`src/rtl/zd_pkg.sv`:
```
package zd_pkg;

    // Logical states: two start-up states after the empty one, then
    // four history states named by the last two accepted bits (older first).
    typedef enum logic [2:0] {
        ST_IDLE = 3'd0,
        ST_ONE  = 3'd1,
        ST_ZERO = 3'd2,
        ST_H11  = 3'd3,
        ST_H01  = 3'd4,
        ST_H10  = 3'd5,
        ST_H00  = 3'd6
    } zd_state_e;

    localparam int ZD_NUM_STATES = 7;
    localparam int ZD_DENSE_W    = 3;

    // Dense storage code: successors of the same state differ in one bit,
    // and history states sharing a successor pair are neighbours.
    function automatic logic [ZD_DENSE_W-1:0] zd_dense_code(zd_state_e s);
        logic [ZD_DENSE_W-1:0] c;
        case (s)
            ST_ONE:  c = 3'b010;
            ST_ZERO: c = 3'b011;
            ST_H11:  c = 3'b100;
            ST_H01:  c = 3'b101;
            ST_H10:  c = 3'b110;
            ST_H00:  c = 3'b111;
            default: c = 3'b000;
        endcase
        return c;
    endfunction

    function automatic zd_state_e zd_dense_decode(logic [ZD_DENSE_W-1:0] c);
        zd_state_e s;
        case (c)
            3'b010:  s = ST_ONE;
            3'b011:  s = ST_ZERO;
            3'b100:  s = ST_H11;
            3'b101:  s = ST_H01;
            3'b110:  s = ST_H10;
            3'b111:  s = ST_H00;
            default: s = ST_IDLE;
        endcase
        return s;
    endfunction

endpackage

```
`src/rtl/zd_next_state.sv`:
```
module zd_next_state
    import zd_pkg::*;
(
    input  zd_state_e cur,
    input  logic      din,
    output zd_state_e nxt,
    output logic      hit_raw
);

    always_comb begin
        nxt     = ST_IDLE;
        hit_raw = 1'b0;
        case (cur)
            ST_IDLE: nxt = din ? ST_ONE : ST_ZERO;
            ST_ONE:  nxt = din ? ST_H11 : ST_H10;
            ST_ZERO: nxt = din ? ST_H01 : ST_H00;
            // history states: one zero already held unless noted
            ST_H11: begin
                nxt     = din ? ST_H11 : ST_H10;
                hit_raw = 1'b0;
            end
            ST_H01: begin
                nxt     = din ? ST_H11 : ST_H10;
                hit_raw = ~din;
            end
            ST_H10: begin
                nxt     = din ? ST_H01 : ST_H00;
                hit_raw = ~din;
            end
            ST_H00: begin
                nxt     = din ? ST_H01 : ST_H00;
                hit_raw = din;
            end
            default: nxt = ST_IDLE;
        endcase
    end

endmodule

```
`src/rtl/zd_state_reg.sv`:
```
module zd_state_reg
    import zd_pkg::*;
#(
    parameter bit ONE_HOT = 1'b0
) (
    input  logic      clk,
    input  logic      rst,
    input  logic      load,
    input  zd_state_e nxt,
    output zd_state_e cur
);

    generate
        if (ONE_HOT) begin : g_onehot
            localparam int W = ZD_NUM_STATES;
            logic [W-1:0] vec_d, vec_q;

            always_comb begin
                vec_d = vec_q;
                if (rst) begin
                    vec_d = '0;
                    vec_d[int'(ST_IDLE)] = 1'b1;
                end else if (load) begin
                    vec_d = '0;
                    vec_d[int'(nxt)] = 1'b1;
                end
            end

            always_ff @(posedge clk) begin
                vec_q <= vec_d;
            end

            // Any vector that is not exactly one-hot decodes to IDLE.
            always_comb begin
                int unsigned ones;
                zd_state_e   pick;
                ones = 0;
                pick = ST_IDLE;
                for (int i = 0; i < W; i++) begin
                    if (vec_q[i] == 1'b1) begin
                        ones = ones + 1;
                        pick = zd_state_e'(3'(i));
                    end
                end
                cur = (ones == 1) ? pick : ST_IDLE;
            end
        end else begin : g_dense
            logic [ZD_DENSE_W-1:0] code_d, code_q;

            always_comb begin
                code_d = code_q;
                if (rst) begin
                    code_d = zd_dense_code(ST_IDLE);
                end else if (load) begin
                    code_d = zd_dense_code(nxt);
                end
            end

            always_ff @(posedge clk) begin
                code_q <= code_d;
            end

            assign cur = zd_dense_decode(code_q);
        end
    endgenerate

endmodule

```
`src/rtl/zero_pair_window_det.sv`:
```
module zero_pair_window_det
    import zd_pkg::*;
#(
    parameter bit ONE_HOT = 1'b0
) (
    input  logic clk,
    input  logic rst,
    input  logic bit_valid,
    input  logic bit_in,
    output logic hit
);

    zd_state_e cur_state;
    zd_state_e nxt_state;
    logic      hit_raw;

    zd_next_state u_next (
        .cur     (cur_state),
        .din     (bit_in),
        .nxt     (nxt_state),
        .hit_raw (hit_raw)
    );

    zd_state_reg #(
        .ONE_HOT (ONE_HOT)
    ) u_reg (
        .clk  (clk),
        .rst  (rst),
        .load (bit_valid),
        .nxt  (nxt_state),
        .cur  (cur_state)
    );

    // Mealy output, qualified by the strobe and suppressed during reset.
    assign hit = bit_valid & ~rst & hit_raw;

endmodule

```
`config.mk`:
```
export PLATFORM = sky130hd
export DESIGN_NAME = zero_pair_window_det
export DESIGN_NICKNAME = d
export VERILOG_FILES = /design/src/rtl/zd_pkg.sv /design/src/rtl/zd_next_state.sv /design/src/rtl/zd_state_reg.sv /design/src/rtl/zero_pair_window_det.sv
export SDC_FILE = /design/constraint.sdc
export NUM_CORES = 1
export LEC_CHECK = 0
export BUFFER_PORTS_ARGS = -buffer_cell sky130_fd_sc_hd__buf_4
export CAP_MARGIN = 20
export CORE_AREA = 2 2 39 41
export DETAILED_ROUTE_END_ITERATION = 8
export DIE_AREA = 0 0 41 43
export PLACE_DENSITY = 0.44
export SLEW_MARGIN = 20
export SYNTH_ARGS = -nofsm -noshare
export SYNTH_HDL_FRONTEND = slang
export SYNTH_SLANG_ARGS = --single-unit
```
`constraint.sdc`:
```
create_clock -name clk -period 1.9 [get_ports clk]
set_input_delay 0.38 -clock clk [delete_from_list [all_inputs] [get_ports clk]]
set_output_delay 0.38 -clock clk [all_outputs]
set_load 0.01 [all_outputs]
```
**Word level (Yosys, flattened, before mapping)**

Cells that the tools add are included.

- Bitwise operators: 4
- $mul: 0
- Divide/modulo/power cells: 0
- Shift operators: 0
- Reduce and logical (&&, ||, !) cells: 4
- Mux-type cells: 7
- Magnitude comparators: 0
- Equality and inequality tests: 18
- $add $sub $neg: 0

Operator list:

| cell | number |
|---|---|
| 3-bit case mux with 6 select lines | 2 |
| 3-bit equality test (second input constant) | 10 |
| 3-bit by 2-bit equality test with 1-bit output (second input constant) | 6 |
| 3-bit case mux with 3 select lines | 1 |
| 3-bit by 1-bit equality test with 1-bit output (second input constant) | 2 |
| 3-bit OR reduction | 2 |
| 2-bit 2-to-1 mux | 2 |
| 3-bit zero test | 1 |
| 3-bit 2-to-1 mux | 1 |
| 1-bit bitwise AND | 2 |
| 1-bit inverter | 2 |
| 1-bit case mux with 2 select lines | 1 |
| 2-bit OR reduction | 1 |

- Latch bits: 0
- Word-level logic and storage cells: 34
- Register bits after elaboration: 3
- Bits in read-only memories: 0
- Memories: 0
- Memory bits (writable): 0

**Longest topological paths before layout**

- Depth in word-level cells: 7
- Gate-level depth with buffers: 7
- Depth with buffers taken out: 7

**Cells and area by module**

A second synthesis with hierarchy kept.

- Cells, all modules: 42
- Area total of the unflattened synthesis: 329.1 µm²

Modules (own cells, without submodules):

| module | cells each | sequential area each (µm²) | instances | area an instance (µm²) |
|---|---|---|---|---|
| zd_state_reg | 25 | 60.1 | 1 | 225.2 |
| zd_next_state | 16 | 0.0 | 1 | 95.1 |
| zero_pair_window_det | 1 | 0.0 | 1 | 8.8 |

**Worst setup path after synthesis**

No wires, ideal clock.

- Kind: reg2reg
- Start: register u_reg.g_dense.code_q[1]
- End: register u_reg.g_dense.code_q[0]
- Buffers on the path: 1
- Cell stages (with the launch flop): 8
- Slack: 321 ps
- Arrival: 1457 ps
- Data required time: 1778 ps
- Clock period less this slack: 1579 ps
- Cell sequence: dfxtp_1 buf_4 mux2i_1 xor2_1 ha_1 or2b_1 a211oi_1 nor4_1

- Word-level cells in the longest chain between the ends: 7
- Elaborated cells between the ends (all ways): 24
- Those cells by class: eq/ne (18); mux (3); reduce/logical (3)

Ends and longest elaborated chain:

| item | RTL line | RTL |
|---|---|---|
| start, declared | zd_state_reg.sv:48 | `logic [ZD_DENSE_W-1:0] code_d, code_q;` |
| start signal, assigned | zd_state_reg.sv:60 | `code_q <= code_d;` |
| 3-bit equality test / 3-bit by 2-bit equality test with 1-bit output (equally long branches) | zd_pkg.sv:36 | `case (c)` |
| 3-bit case mux with 6 select lines (*) | zd_pkg.sv:36 |  |
| 3-bit by 2-bit equality test with 1-bit output (tied with other cells) | zd_next_state.sv:13 | `case (cur)` |
| 3-bit OR reduction (no source line) | - |  |
| 3-bit case mux with 3 select lines (*) | zd_next_state.sv:13 |  |
| 3-bit equality test (tied with other cells) | zd_pkg.sv:22 | `case (s)` |
| 3-bit case mux with 6 select lines (*) | zd_pkg.sv:22 |  |

Mark *: on every way between the ends. The rest lies on a longest branch, timed or not.
A chain may end at the register's enable or synchronous reset.

**Worst setup path after layout**

- Start: register u_reg.g_dense.code_q[0]
- End: register u_reg.g_dense.code_q[0]

Same word-level chain as after synthesis.

==> results by group <==
Status
  – Status: finished clean

Route
  – Vias: 223
  – Aggregate routed wire length: about 460 um
  – Residual DRC count: 0
  – Iter 0 DRT Violations: 1
  – Routed via count divided by cell count: 4.21
  – First-pass iteration count of the detailed router: 4
  – Routed wire length per instance: 8.75 um
  – Number of nets with antenna violations after routing: 0

Power and ir drop
  – Psw: 99.0 uW
  – Internal portion of total power: 215 uW
  – Comb pwr share: 0.379
  – Sequential fraction of design power: 0.268
  – PD cells: 995 mW/mm2
  – VDD IR max: 392 uV
  – Clock network fraction of design power: 0.353
  – Leakage component of the power: 0.130 nW
  – Sw Share: 0.316

Clock network
  – Reg clk slew, reported paths: 40 ps
  – Post-CTS setup repair buffer count: 0
  – Number of gates resized after cts: 0
  – Root Buffer: clkbuf_4
  – Clock latency on the worst-skew pair: 230 ps
  – TritonCTS sink count: 3
  – Maximum level of the CTS H-tree: 1
  – Number of buffers inserted for hold repair after clock tree synthesis: 0
  – CTS max path bufs: 2
  – TritonCTS clock tree: done
  – Number of buffers added by the clock tree synthesis step: 3

Logic synthesis
  – Number of distinct standard cells referenced by the synthesized netlist: 18
  – Post-synthesis cell type with the largest combined area: dfxtp_1
  – Synthesized netlist cell count: 29
  – Combined area of all synthesized cells: 236 um2
  – Post-Synthesis Mean Instance Area: 8.15 um2
  – Flip-flop and latch count after synthesis: 3
  – Syn_nets: 35
  – Area contributors post-synth: dfxtp_1 (25%), ha_1 (11%), mux2i_1 (8.5%)
  – Total of warnings raised by yosys: 0
  – Share of the yosys chip area belonging to registers: 0.254
  – Yosys top cell area share: 0.254

Global route
  – Global-route usage over all layers: 0.0744
  – Global route total overflow: 0
  – Vias in the first global route: 221
  – Initial antenna violation count: 0
  – Maximum number of pins on one net before global-route repair: 9
  – First-pass GRT wire length: 834 um

Floorplan
  – Ports placed on the boundary: 5
  – Core outline area: roughly 0.0014 mm2
  – Effective utilization at floorplan: 0.171
  – Die boundary height: around 43 um
  – Num rows: 14
  – Horizontal extent of the die: 41 um
  – Die Outline Area: 0.00176 mm2

Place
  – GP Congestion: 0.728
  – Input/output buffers: 4
  – Hpwl dp: 351 um
  – Placement Setup Slack: around 240 ps
  – Post-DP Area: 289 um2

Timing
  – Actual transition at the worst max-transition pin: 291 ps
  – Final-layout setup total negative slack: 0 ps
  – Hold Fails Final Rpt: 0
  – Highest achievable clock rate: 599 MHz
  – Clock tree skew after final layout: 0.323 ps
  – Fin worst setup slack: 230 ps
  – Unrepaired setup endpoints after global routing: no
  – Count of final max-slew check failures: 0
  – Share of the clock period used by the worst path: 0.879
  – Worst Hold Margin: 340 ps
  – Final critical-path required period: roughly 1700 ps
  – Total of endpoints with negative setup slack in the final report: 0
  – Worst slew slack as a fraction of its limit: 0.800

Final layout
  – Antenna cells: 0
  – Fraction of layout instances using a drive strength above 1: 0.243
  – # nets final: 44
  – Flip-flop count of the largest register after layout: 3
  – Most used cells in the layout excluding fill and tap cells: buf_4 (6), nor2_1 (4), a21oi_1 (3), clkbuf_4 (3), dfxtp_1 (3)
  – Layout-stage area growth over the synthesis result: 33.3%
  – Top flop regs: u_reg.g_dense.code_q (3)
  – Most common cell after layout, fill and taps aside: buf_4
  – Final design instance area without fill: 315 um2
  – Largest register by flop count: u_reg.g_dense.code_q

Run
  – Max-capacitance violation count: 0

Min path
  – Type of the tightest min-delay check: in2reg

Setup path
  – Worst endpoint required time: 2010 ps
  – WS Path Type: reg2reg
  – CP cell instances: nor2_1 -> mux2i_1 -> xor2_1 -> ha_1 -> or2b_1 -> a211oi_1 -> nor4_1
  – Critical path's top delay family: flip-flops
  – CP Launch Type: flop
  – Critical Path Max Stage Delay: 390 ps
  – CP endpoint kind: flop
  – Cell with the largest stage delay on the worst path: dfxtp_1
  – Biggest fanout along the worst timing path: 6
  – Arr. time, crit path: between 1500 and 2000 ps
  – Number of buffers and inverters on the critical path: 0
==> metal layers <==
layer	GRT usage	up-vias	part of all wire
met4	0.0800	0	0
met5	0	-	0
met3	0.0314	0	0.022
li1	-	118	-
met2	0.0906	5	0.53
met1	0.0871	100	0.45
==> power by group through the flow <==
stage | sequential [mW] | clock [mW] | combinational, mW
finish | 0.0841 | 0.111 | 0.119
global route | 0.0853 | 0.120 | 0.138
CTS | 0.0840 | 0.119 | 0.120
detailed placement | 0.0849 | 0 | 0.119
global placement | 0.0861 | 0 | 0.120
floorplan | 0.0826 | 0 | 0.0941
==> metrics by stage <==
step                      power (mW)  cells  utilization
after global routing           0.343     53        0.228
after detailed placement       0.204     49        0.209
after floorplan                0.177     29            -
final                          0.314     53        0.228
after global placement         0.206     49        0.209
after CTS                      0.323     53        0.228
==> layout make-up <==
class / instances / area (um2)
fillers: 150 / 1070
clock buffers: 4 / 26.3
well taps: 16 / 20.0
flip-flops and latches: 3 / 60.1
repair buffers: 6 / 45.0
multi-input cells: 24 / 164
==> logic make-up after synthesis <==
kind of cell / count (synthesis) / synth area share
AO/OA/AOI/OAI: 6 / 0.148
XOR/XNOR: 3 / 0.111
flip-flops: 3 / 0.254
buffers and inverters: 2 / 0.0529
adder cells (fa/ha/maj): 2 / 0.106
multiplexers: 2 / 0.0847
AND/OR/NAND/NOR: 11 / 0.243
==> path summary, 6_finish.rpt <==
kind | from | endpoint | slack [ps] | cells after the start
max reg2reg | u_reg.g_dense.code_q[0] | u_reg.g_dense.code_q[0] | 230 | 7
max | u_reg.g_dense.code_q[0] | u_reg.g_dense.code_q[0] | 230 | 7
min reg2reg | u_reg.g_dense.code_q[0] | u_reg.g_dense.code_q[0] | 540 | 2
min | rst | u_reg.g_dense.code_q[2] | 340 | 2
==> synthesized netlist by cell type (all sizes together) <==
library cell,n
o31ai,1
xnor2,2
a211oi,1
nand2,1
ha,2
nor3,1
nand2b,2
o21ai,1
nor4,1
or2b,1
a21oi,3
xor2,1
mux2i,2
nor3b,1
nor2,4
dfxtp,3
buf,2
Note: power is estimated with default switching activity, not from simulation.
